===== src/rtl/pgrd_pkg.sv =====
package pgrd_pkg;
   typedef enum logic [1:0] {
      ST_IDLE = 2'd0,
      ST_HOLD = 2'd1,
      ST_GAP  = 2'd2,
      ST_ACC  = 2'd3
   } pgrd_state_e;
endpackage


===== src/rtl/pgrd_timer.sv =====
module pgrd_timer #(
   parameter int CNT_W = 6
) (
   input  logic             clk,
   input  logic             rst_n,
   input  logic             load,
   input  logic [CNT_W-1:0] load_val,
   input  logic             run,
   output logic             expired
);
   logic [CNT_W-1:0] cnt;

   if (CNT_W < 1) begin : g_bad_w
      $error("pgrd_timer: CNT_W must be at least 1");
   end

   always_ff @(posedge clk) begin
      if (!rst_n)                   cnt <= '0;
      else if (load)                cnt <= load_val;
      else if (run && cnt != '0)    cnt <= cnt - 1'b1;
   end

   assign expired = run && (cnt == '0);

   assert_count_down_R2: assert property (@(posedge clk) disable iff (!rst_n)
      (run && !load && cnt != '0) |=> (cnt == $past(cnt) - 1'b1));
endmodule


===== src/rtl/pgrd_page_track.sv =====
module pgrd_page_track #(
   parameter int ADDR_W = 26,
   parameter int SEL_W  = 2,
   parameter int MIN_LG = 2
) (
   input  logic              clk,
   input  logic              rst_n,
   input  logic              page_en,
   input  logic [SEL_W-1:0]  page_sel,
   input  logic [ADDR_W-1:0] probe_addr,
   input  logic              open_page,
   input  logic              close_page,
   output logic              hit
);
   localparam int NSIZE = 1 << SEL_W;

   logic [ADDR_W-1:0] mask_tab [NSIZE];
   logic [ADDR_W-1:0] mask;
   logic [ADDR_W-1:0] tag;
   logic [SEL_W-1:0]  sel_q;
   logic              valid;

   if (ADDR_W <= MIN_LG + NSIZE - 1) begin : g_bad_w
      $error("pgrd_page_track: ADDR_W too small for largest page");
   end

   for (genvar i = 0; i < NSIZE; i++) begin : g_mask
      assign mask_tab[i] = {ADDR_W{1'b1}} << (MIN_LG + i);
   end

   assign mask = mask_tab[page_sel];

   always_ff @(posedge clk) begin
      if (!rst_n) begin
         valid <= 1'b0;
         tag   <= '0;
         sel_q <= '0;
      end else begin
         sel_q <= page_sel;
         if (open_page) tag <= probe_addr & mask;
         if (!page_en || page_sel != sel_q || close_page) valid <= 1'b0;
         else if (open_page)                              valid <= 1'b1;
      end
   end

   assign hit = valid && page_en && (page_sel == sel_q)
                && (((probe_addr ^ tag) & mask) == '0);

   assert_off_closes_R6: assert property (@(posedge clk) disable iff (!rst_n)
      !page_en |=> !valid);
   assert_close_clears_R7: assert property (@(posedge clk) disable iff (!rst_n)
      close_page |=> !hit);
endmodule


===== src/rtl/pgrd_sequencer.sv =====
module pgrd_sequencer
   import pgrd_pkg::*;
#(
   parameter int ADDR_W    = 26,
   parameter int DATA_W    = 32,
   parameter int CNT_W     = 6,
   parameter int BUS_BYTES = 4
) (
   input  logic              clk,
   input  logic              rst_n,
   input  logic              cfg_page_en,
   input  logic [1:0]        cfg_page_sel,
   input  logic [CNT_W-1:0]  cfg_first_cyc,
   input  logic [CNT_W-1:0]  cfg_inpage_cyc,
   input  logic              req_valid,
   input  logic [ADDR_W-1:0] req_addr,
   output logic              req_ready,
   output logic              rsp_valid,
   output logic [DATA_W-1:0] rsp_data,
   output logic [ADDR_W-1:0] mem_addr,
   output logic              mem_cs_n,
   output logic              mem_oe_n,
   input  logic [DATA_W-1:0] mem_din
);
   localparam int LANE_LG = (BUS_BYTES == 4) ? 2 : (BUS_BYTES == 2) ? 1 : 0;

   if (BUS_BYTES != 1 && BUS_BYTES != 2 && BUS_BYTES != 4) begin : g_bad_bus
      $error("pgrd_sequencer: BUS_BYTES must be 1, 2 or 4");
   end
   if (ADDR_W < 7) begin : g_bad_addr
      $error("pgrd_sequencer: ADDR_W must be at least 7");
   end

   pgrd_state_e       state, state_nx;
   logic [ADDR_W-1:0] addr_word;
   logic              accept, hit, in_hold_hit, expired;
   logic              open_page, close_page;
   logic [CNT_W-1:0]  load_val;

   if (LANE_LG == 0) begin : g_lane_none
      assign addr_word = req_addr;
   end else begin : g_lane_cut
      assign addr_word = {req_addr[ADDR_W-1:LANE_LG], {LANE_LG{1'b0}}};
   end

   assign req_ready   = (state == ST_IDLE) || (state == ST_HOLD);
   assign accept      = req_valid && req_ready;
   assign in_hold_hit = (state == ST_HOLD) && hit;
   assign open_page   = accept && !in_hold_hit;
   assign close_page  = (state == ST_HOLD) && !req_valid;
   assign load_val    = in_hold_hit ? cfg_inpage_cyc : cfg_first_cyc;

   pgrd_page_track #(
      .ADDR_W (ADDR_W),
      .SEL_W  (2),
      .MIN_LG (2)
   ) u_track (
      .clk        (clk),
      .rst_n      (rst_n),
      .page_en    (cfg_page_en),
      .page_sel   (cfg_page_sel),
      .probe_addr (addr_word),
      .open_page  (open_page),
      .close_page (close_page),
      .hit        (hit)
   );

   pgrd_timer #(
      .CNT_W (CNT_W)
   ) u_timer (
      .clk      (clk),
      .rst_n    (rst_n),
      .load     (accept),
      .load_val (load_val),
      .run      (state == ST_ACC),
      .expired  (expired)
   );

   always_comb begin
      state_nx = state;
      case (state)
         ST_IDLE: if (accept) state_nx = ST_ACC;
         ST_HOLD: begin
            if (accept)          state_nx = in_hold_hit ? ST_ACC : ST_GAP;
            else                 state_nx = ST_IDLE;
         end
         ST_GAP:                 state_nx = ST_ACC;
         ST_ACC:  if (expired)   state_nx = ST_HOLD;
         default:                state_nx = ST_IDLE;
      endcase
   end

   always_ff @(posedge clk) begin
      if (!rst_n) begin
         state     <= ST_IDLE;
         mem_addr  <= '0;
         rsp_valid <= 1'b0;
         rsp_data  <= '0;
      end else begin
         state     <= state_nx;
         rsp_valid <= expired;
         if (accept)  mem_addr <= addr_word;
         if (expired) rsp_data <= mem_din;
      end
   end

   assign mem_cs_n = !((state == ST_HOLD) || (state == ST_ACC));
   assign mem_oe_n = (state != ST_ACC);

   assert_ready_low_in_access_R9: assert property (@(posedge clk) disable iff (!rst_n)
      !mem_oe_n |-> !req_ready);
   assert_rsp_after_strobe_R11: assert property (@(posedge clk) disable iff (!rst_n)
      rsp_valid |-> $past(!mem_oe_n));
   assert_addr_hold_R11: assert property (@(posedge clk) disable iff (!rst_n)
      (!mem_oe_n && $past(!mem_oe_n)) |-> $stable(mem_addr));
   assert_single_gap_R5: assert property (@(posedge clk) disable iff (!rst_n)
      (mem_cs_n && !req_ready) |=> !mem_cs_n);
   assert_single_rsp_R9: assert property (@(posedge clk) disable iff (!rst_n)
      rsp_valid |=> !rsp_valid);

   if (LANE_LG > 0) begin : g_lane_chk
      assert_lane_bits_R10: assert property (@(posedge clk) disable iff (!rst_n)
         mem_addr[LANE_LG-1:0] == '0);
   end
endmodule


===== config.mk =====
export PLATFORM = sky130hd
export DESIGN_NAME = pgrd_sequencer
export DESIGN_NICKNAME = d
export VERILOG_FILES = /design/src/rtl/pgrd_pkg.sv /design/src/rtl/pgrd_timer.sv /design/src/rtl/pgrd_page_track.sv /design/src/rtl/pgrd_sequencer.sv
export SDC_FILE = /design/constraint.sdc
export NUM_CORES = 1
export LEC_CHECK = 0
export ABC_CLOCK_PERIOD_IN_PS = 1600
export CAP_MARGIN = 20
export CORE_AREA = 2 2 101 103
export CTS_BUF_LIST = sky130_fd_sc_hd__clkbuf_4
export CTS_CLUSTER_DIAMETER = 50
export DETAILED_ROUTE_END_ITERATION = 12
export DIE_AREA = 0 0 103 105
export GPL_TIMING_DRIVEN = 0
export PLACE_DENSITY = 0.81
export SYNTH_ARGS = -nofsm -noshare
export SYNTH_HDL_FRONTEND = slang
export SYNTH_SLANG_ARGS = --single-unit

===== constraint.sdc =====
create_clock -name clk -period 1.6 [get_ports clk]
set_input_delay 0.16 -clock clk [delete_from_list [all_inputs] [get_ports clk]]
set_output_delay 0.16 -clock clk [all_outputs]
set_load 0.02 [all_outputs]

==> impl_metrics.ini, run 1 <==
[status]
status = finished with violations
failed_checks = negative setup slack

[detailed_routing]
firstDrtPassIters = 4
routedWlPerCell_um = 15.7
drt_iter0_drc = 127
vias = 3971
drt-total-wl_um = 12300
ant_nets = 0
drc = 0
via_per_inst = 5.04

[cts]
hold_buffers = 0
htreeDepth = 3
cts_root_buffer = clkbuf_4
clockBufferDepth = 2
clk_latency_ps = 440
path_clk_slew_ps = 160
cts_tree = yes
clkSinkCount = 92
numCtsBuffers = 9

[setup_path]
cp_max_fo = 7
worstSetupPathType = reg -> reg
r2r-start = u_track.tag[18]
crit_chain = xnor2_1 -> nand4_1 -> buf_4 -> nor4_4 -> a21oi_2 -> buf_6 -> buf_6 -> a211oi_2
reg2reg_slack_ps = -240
required_ps = 1960
reg2reg_depth = 8
cp-start-kind = register
end_kind = register
slowest_delay_ps = 390
cp_data_arrival_time_ps = 2210
r2r_end = u_timer.cnt[3]
crit_top_cell = buf_6
crit_path_top_delay_cell = dfxtp_1

[placed_design]
hpwlAfterDp_um = 8280
routabilityCongestion = 0.845
portBuffers = 133
post-place-cells = 740

[sta]
worst_slack_ps = -244
max_slew_margin_pct = 64.3
final.period_utilization_pct = 115
setup_tns_ps = -6080
slew_violations = 0
tightest_slew_ps = 536
hold_violations = 0
fmax_mhz = 542
setup_viol = 34
fin_skew_ps = 16.0
period_minus_slack_ps = 1840
grt_setup_unrepaired = yes

[synth]
yosysMostFrequentCell = nand2_1
synth_seq_cells = 92
yosysWarnings = 0
synth-edff-count = 0
synth_top_area_cell = dfxtp_1
synth_cells = 473
synthTopCellsByArea = dfxtp_1 (45%), nand2_1 (15%), a21boi_0 (10%), mux2i_1 (6.9%), xnor2_1 (5.6%)
synth-main-ff-cell = dfxtp_1
synthTopCellsByCount = nand2_1 (163), dfxtp_1 (92), a21boi_0 (57)
netlist_area_um2 = 4080
synth_top_area_share_pct = 45.2
yosysSeqAreaShare_pct = 45.2
synthDistinctLibCells = 44
async_reset_ff_share_pct = 0
avgSynthCellArea_um2 = 8.62

[floorplan]
pin_count = 138
die_area_um2 = 10800
initial_core_util_pct = 42.3
row_count = 36
die_w_um = 103
fp.coreArea_um2 = 9640
die_y_um = 105

[flow_run]
maxCapViolations = 0

[grt]
grt-ovfl-total = 0
grt_pass1_vias = 3976
grtUsageTotal_pct = 21.1
grt_pass1_wl_um = 18100
grt_start_max_net_pins = 17
antenna_found_initial = 0

[layout]
antennaDiodeCount = 0
area_growth_pct = 57.7
fillers = 779
drive_gt1_share_pct = 20.5
stdcell_count = 788
nNetsFinal = 728

[power_and_ir_drop]
power_density_nw_per_um2 = 763
vdd_drop_max_v = 0.000446
power.leakage_nw = 3.05

[min_path]
worstHoldStart = mem_din[18]
worst_hold_path.endpoint = rsp_data[18]
holdPathStages = 3
min_path_type = in -> reg
==> layout by cell type, fill, tap and decap left out, drive strengths merged, types with 9 or more instances in the layout <==
cell | Yosys | final
clkdlybuf4s50 | 0 | 80
buf | 10 | 44
dfxtp | 92 | 92
mux2i | 28 | 28
dlymetal6s2s | 0 | 38
inv | 8 | 9
dlygate4sd2 | 0 | 15
a21boi | 57 | 57
clkbuf | 20 | 28
xnor2 | 26 | 26
nand2 | 164 | 164
==> layer usage <==
layer | up-vias | wire length, um | track usage [%]
met3 | 27 | 781 | 4.21
li1 | 1931 | - | -
met1 | 1872 | 4980 | 24.3
met2 | 141 | 6330 | 38.0
met5 | - | 0 | 0
met4 | 0 | 255 | 7.24
==> power by group <==
group          total, mW  switching [mW]  internal, mW
registers           2.50          0.0865          2.41
logic               1.08           0.516         0.563
clock network       1.33           0.820         0.508
total               4.90            1.42          3.48
==> worst max path at each step <==
stage | startpoint | cells past startpoint | endpoint
after floorplan | u_track.tag[13] | 6 | u_timer.cnt[3]
after global placement | req_addr[16] | 7 | u_timer.cnt[3]
after detailed placement | req_addr[20] | 7 | u_timer.cnt[3]
after CTS | u_track.tag[20] | 5 | u_timer.cnt[5]
after global routing | u_track.tag[18] | 8 | u_timer.cnt[3]
final | u_track.tag[18] | 8 | u_timer.cnt[3]
==> through the flow <==
step                utilization [%]  area (um2)  setup WS (ps)  power, mW  hold WS (ps)
CTS                            62.2        5990           -211       4.82           240
global route                   66.7        6430           -333       5.12           223
detailed placement             58.0        5590           -739       3.44           457
floorplan                         -        4090          -88.7       3.00           282
global placement               58.0        5590           -741       3.41           447
finish                         66.7        6430           -244       4.90           246
==> cells by family after synthesis <==
kind of cell,Yosys count,synth area share (%)
muxes,28,6.88
xor gates and xnor gates,26,5.59
AOI/OAI and AO/OA,85,16.0
DFF,92,45.2
and+or+nand+nor,201,20.9
adders and majority gates,2,0.614
other,1,0.0920
buffers and inverters,38,4.76
==> registers in the layout, indices dropped and copies added, names as in the netlist <==
signal and flops:
u_track.valid 1, mem_addr 24, u_track.tag 24, rsp_data 32, state 2, u_timer.cnt 6, rsp_valid 1, u_track.sel_q 2
==> final cells by class <==
cell class / count / area (um2) / area share, %
plain buffers: 29 / 200 / 3.11
clock buffers: 10 / 75.1 / 1.17
clock inverters: 6 / 72.6 / 1.13
inverters: 8 / 30.0 / 0.467
multi-input cells: 344 / 2280 / 35.5
flip-flops and latches: 92 / 1870 / 29.0
well taps: 133 / 166 / 2.59
repair buffers: 166 / 1740 / 27.0
==> critical path, delay by kind of cell, from the launching register on <==
kind	cells	cell delay [ps]
AND/OR/NAND/NOR	2	480
buffers and inverters	3	470
flip-flops	1	390
AO/OA/AOI/OAI	2	310
XOR/XNOR	1	130
==> timing repair <==
| item | in CTS | in global routing |
|---|---|---|
| endpoints found under the setup margin | 98 | 106 |
| resized for setup | 61 | 126 |
| setup buffers | 13 | 16 |
| gates cloned | 1 | 4 |
| endpoints found under the hold margin | 0 | 0 |
| pin swaps | 13 | 24 |
(Power assumes the default switching activity.)
==> run 2: changes to the inputs <==
--- a/config.mk
+++ b/config.mk
@@ -5,15 +5,15 @@
 export SDC_FILE = /design/constraint.sdc
 export NUM_CORES = 1
 export LEC_CHECK = 0
-export ABC_CLOCK_PERIOD_IN_PS = 1600
+export ABC_CLOCK_PERIOD_IN_PS = 2200
 export CAP_MARGIN = 20
-export CORE_AREA = 2 2 101 103
+export CORE_AREA = 2 2 71 124
 export CTS_BUF_LIST = sky130_fd_sc_hd__clkbuf_4
 export CTS_CLUSTER_DIAMETER = 50
 export DETAILED_ROUTE_END_ITERATION = 12
-export DIE_AREA = 0 0 103 105
+export DIE_AREA = 0 0 73 126
 export GPL_TIMING_DRIVEN = 0
-export PLACE_DENSITY = 0.81
+export PLACE_DENSITY = 0.89
 export SYNTH_ARGS = -nofsm -noshare
 export SYNTH_HDL_FRONTEND = slang
 export SYNTH_SLANG_ARGS = --single-unit
==> constraint.sdc (replaced) <==
create_clock -name clk -period 2.2 [get_ports clk]
set_input_delay 0.22 -clock clk [delete_from_list [all_inputs] [get_ports clk]]
set_output_delay 0.22 -clock clk [all_outputs]
set_load 0.02 [all_outputs]
==> run 2 against run 1 <==
Cell count decreased by 9.1%. Sequential share of layout area increased by 3.3 points. Critical path type unchanged. Power decreased by 29%. The flow now finishes without violations. Critical endpoint is now u_timer.cnt[1].
==> impl_metrics.ini, run 2 (synthesis gave the netlist of run 1 again) <==
[layout]
fillers = 657
nNetsFinal = 696
final_common_cell = nand2_1
top_regs = rsp_data (32), mem_addr (24), u_track.tag (24)
area_growth_pct = 39.7
final_util_pct = 69.4
max_flop_register = rsp_data
final_cell_mix = nand2_1 (163), clkdlybuf4s50_1 (133), dfxtp_1 (92)
drive_gt1_share_pct = 5.30
largest_reg_flops = 32
fin_area_um2 = 5690

[floorplan]
die_y_um = 126
die_area_um2 = 9200
initial_core_util_pct = 49.7
die_w_um = 73
pin_count = 138
row_count = 44
fp.coreArea_um2 = 8200

[status]
status = finished, final reports clean

[detailed_routing]
drc = 0
vias = 3747
routedWlPerCell_um = 14.7
drt_iter0_drc = 129
firstDrtPassIters = 4
via_per_inst = 5.23
ant_nets = 0
drt-total-wl_um = 10500

[flow_run]
maxCapViolations = 0

[sta]
worst_slack_ps = 189
tightest_slew_ps = 505
fin_skew_ps = 18.2
final.period_utilization_pct = 91.4
slew_violations = 0
fmax_mhz = 497
holdWs_ps = 298
max_slew_margin_pct = 66.3
setup_viol = 0
period_minus_slack_ps = 2010
setup_tns_ps = 0
grt_setup_unrepaired = no
hold_violations = 0

[placed_design]
dpl-instance-area_um2 = 5530
place_ws_ps = -195
hpwlAfterDp_um = 8210
portBuffers = 133
routabilityCongestion = 0.849

[cts]
clockBufferDepth = 2
clkSinkCount = 92
clk_latency_ps = 460
cts_tree = yes
cts_root_buffer = clkbuf_4
htreeDepth = 3
path_clk_slew_ps = 150
post-cts-setup-buffer-count = 0
numCtsBuffers = 9

[power_and_ir_drop]
vdd_drop_max_v = 0.000522
power.leakage_nw = 2.00
power_density_nw_per_um2 = 615

[setup_path]
cp_max_fo = 6
required_ps = 2520
cp_data_arrival_time_ps = 2330
cp-start-kind = register
end_kind = register
worstSetupPathType = reg -> reg

[grt]
grtUsageTotal_pct = 23.1
grt_start_max_net_pins = 16
antenna_found_initial = 1
grt_pass1_vias = 3782
grt-ovfl-total = 0
grt_pass1_wl_um = 16700

[min_path]
min_path_type = in -> reg
==> run 2: cell types whose count changed in the layout (fill, tap and decap cells not counted), moves of 19 or more <==
cell and delta:
a21boi_0 +31, buf_4 -19, clkdlybuf4s50_1 +53, dlymetal6s2s_1 -38, dfxtp_2 -19, dfxtp_1 +19, a21boi_1 -28
==> run 2: layer usage <==
metal | GRT usage (%) | vias up | routed length, um
met5 | 0 | - | 0
met4 | 14.7 | 0 | 427
met3 | 4.24 | 30 | 553
met2 | 41.2 | 135 | 5510
met1 | 23.8 | 1726 | 4050
li1 | - | 1856 | -
==> run 2: area by class of cell <==
cell class	instances	area [um2]	share of cell area, %
well taps	92	115	2.02
inverters	8	30.0	0.527
plain buffers	30	164	2.88
flip-flops and latches	92	1840	32.4
clock inverters	7	91.3	1.60
multi-input cells	344	2050	36.0
repair buffers	133	1330	23.4
diodes	1	2.50	0.0440
clock buffers	9	67.6	1.19
==> run 2: critical path: stages (launching register included) <==
cell and delay [ps]:
dfxtp_1 380, xnor2_1 120, nand4_1 190, or4_1 610, clkbuf_1 200, o21ai_0 250
a31oi_1 120
==> run 2: path summary, 6_finish.rpt <==
kind	endpoint	slack [ps]	startpoint	cells past startpoint
worst max register to register	u_timer.cnt[1]	190	u_track.tag[18]	6
worst min-delay path	u_timer.cnt[5]	300	cfg_first_cyc[5]	3
worst min register to register	rsp_data[5]	470	rsp_data[5]	2
worst max-delay path	u_timer.cnt[1]	190	u_track.tag[18]	6
==> run 2: stage by stage <==
step,instances,total power [mW]
finish,716,3.50
detailed placement,699,2.50
CTS,715,3.51
global placement,699,2.47
floorplan,474,2.18
global route,716,3.64
==> run 2: timing repair <==
action,CTS,global route
hold buffers,0,0
endpoints found under the setup margin,0,31
gates resized for setup,0,1
==> run 2: power by group <==
part | total, mW | switching, mW | internal [mW]
Clock | 1.04 | 0.585 | 0.454
Combinational | 0.664 | 0.327 | 0.338
Sequential | 1.80 | 0.0529 | 1.75
Total | 3.50 | 0.964 | 2.54
==> run 3: changes to the inputs <==
--- a/config.mk
+++ b/config.mk
@@ -7,13 +7,13 @@
 export LEC_CHECK = 0
 export ABC_CLOCK_PERIOD_IN_PS = 2200
 export CAP_MARGIN = 20
-export CORE_AREA = 2 2 71 124
+export CORE_AREA = 2 2 75 131
 export CTS_BUF_LIST = sky130_fd_sc_hd__clkbuf_4
 export CTS_CLUSTER_DIAMETER = 50
 export DETAILED_ROUTE_END_ITERATION = 12
-export DIE_AREA = 0 0 73 126
+export DIE_AREA = 0 0 77 133
 export GPL_TIMING_DRIVEN = 0
-export PLACE_DENSITY = 0.89
+export PLACE_DENSITY = 0.81
 export SYNTH_ARGS = -nofsm -noshare
 export SYNTH_HDL_FRONTEND = slang
 export SYNTH_SLANG_ARGS = --single-unit
==> run 3 against run 2 <==
Register-to-register slack lost 50 ps. Sequential share of layout area shrank 0.12 points. Worst hold slack lost 3.6 ps. Critical endpoint is now u_timer.cnt[0]. Highest routed layer unchanged.
==> impl_metrics.ini, run 3 (synthesis gave the netlist of run 1 again) <==
[status]
status = finished, final reports clean

[layout]
drive_gt1_share_pct = 5.30
top_regs = rsp_data (32), mem_addr (24), u_track.tag (24)
final_util_pct = 61.5
final_cell_mix = nand2_1 (163), clkdlybuf4s50_1 (133), dfxtp_1 (92)
final_common_cell = nand2_1
nNetsFinal = 696
area_growth_pct = 40.2
largest_reg_flops = 32
max_flop_register = rsp_data

[cts]
clkSinkCount = 92
htreeDepth = 3
numCtsBuffers = 9
clk_latency_ps = 460
clockBufferDepth = 2
path_clk_slew_ps = 150
cts_tree = yes
cts_root_buffer = clkbuf_4
hold_buffers = 0

[setup_path]
cp-start-kind = register
slowest_delay_ps = 630
worst-path-buf-inv = 1
end_kind = register
worstSetupPathType = reg -> reg
required_ps = 2550
cp_data_arrival_time_ps = 2410
reg2reg_slack_ps = 140
crit_chain = xnor2_1 -> nand4_1 -> or4_1 -> clkbuf_1 -> nor4_1 -> nor3_1
cp_top_family = simple AND/OR/NAND/NOR gates
crit_path_top_delay_cell = or4_1
reg2reg_depth = 6
cp_max_fo = 6
r2r-start = u_track.tag[18]
r2r_end = u_timer.cnt[0]

[power_and_ir_drop]
power.leakage_nw = 1.99
p_sw_share_pct = 28.8
vdd_drop_max_v = 0.000438
power.share.clock_pct = 28.1
p_switching_mw = 0.988
power_density_nw_per_um2 = 599
power.internal_mw = 2.44
pwr-share-seq_pct = 52.6
total_power_mw = 3.43
comb_power_share_pct = 19.3

[grt]
antenna_found_initial = 1
grtUsageTotal_pct = 21.4
grt_pass1_wl_um = 17400
grt_pass1_vias = 3587
grt-ovfl-total = 0
grt_start_max_net_pins = 17

[sta]
max_slew_margin_pct = 64.9
hold_violations = 0
period_minus_slack_ps = 2060
slew_violations = 0
worst_slack_ps = 143
tightest_slew_ps = 526
grt_setup_unrepaired = no
holdWs_ps = 294
final.period_utilization_pct = 93.5
fmax_mhz = 486
fin_skew_ps = 16.2
setup_viol = 0

[min_path]
holdPathStages = 3
worstHoldStart = mem_din[17]
min_path_type = in -> reg
worst_hold_path.endpoint = rsp_data[17]

[detailed_routing]
drt-total-wl_um = 10800
via_per_inst = 4.96
ant_nets = 0
routedWlPerCell_um = 14.4
drc = 0
firstDrtPassIters = 4
vias = 3698
drt_iter0_drc = 107

[floorplan]
row_count = 47
die_area_um2 = 10200
die_y_um = 133
die_w_um = 77
initial_core_util_pct = 43.9
fp.coreArea_um2 = 9290
pin_count = 138

[placed_design]
routabilityCongestion = 0.858
portBuffers = 133
hpwlAfterDp_um = 8430
place_ws_ps = -226

[flow_run]
maxCapViolations = 0
[run 3: what timing repair did]
item | CTS | global route
gates resized for setup | 0 | 1
setup buffers | 0 | 0
endpoints found under the setup margin | 0 | 6
hold endpoints to repair | 0 | 0
[run 3: power groups by stage]
stage          clock [mW]  sequential, mW  combinational (mW)
6_report            0.964            1.80               0.661
5_1_grt              1.06            1.81               0.716
4_1_cts             0.974            1.80               0.666
3_5_place_dp            0            1.84               0.663
3_3_place_gp            0            1.83               0.646
2_1_floorplan           0            1.87               0.307
[run 3: area by class of cell]
type	instances	area, um2
diodes	1	2.50
plain buffers	30	164
clock buffers	9	67.6
clock inverters	7	75.1
fillers	850	3580
inverters	8	30.0
multi-input cells	344	2050
flip-flops and latches	92	1840
well taps	122	153
repair buffers	133	1330
[run 3: per-layer routing]
layer | up-vias | track usage, % | wire length, um
li1 | 1855 | - | -
met1 | 1713 | 22.0 | 4060
met2 | 107 | 40.7 | 5890
met3 | 23 | 4.64 | 447
met4 | 0 | 9.52 | 356
met5 | - | 0 | 0
[run 3: worst max-delay path by stage]
| stage | cells after the start | from | slack, ps | endpoint |
|---|---|---|---|---|
| floorplan | 7 | state[0] | 450 | u_track.valid |
| global placement | 7 | req_addr[11] | -210 | u_timer.cnt[0] |
| detailed placement | 7 | req_addr[11] | -230 | u_timer.cnt[2] |
| CTS | 6 | u_timer.cnt[2] | 120 | rsp_data[29] |
| global route | 6 | u_track.tag[18] | 50 | u_timer.cnt[5] |
| finish | 6 | u_track.tag[18] | 140 | u_timer.cnt[0] |
[run 3: metrics by stage]
stage                     TNS [ps]  instances  instance area (um2)
after global placement       -3020        729                 5560
after CTS                        0        745                 5710
after detailed placement     -3820        729                 5560
final                            0        746                 5710
after global routing             0        746                 5710
after floorplan                  0        474                 4080
[run 3: worst min-delay path, cell delays in order]
cell             delay [ps]
clkdlybuf4s50_1         400
nand2_1                  50
a21boi_0                 60
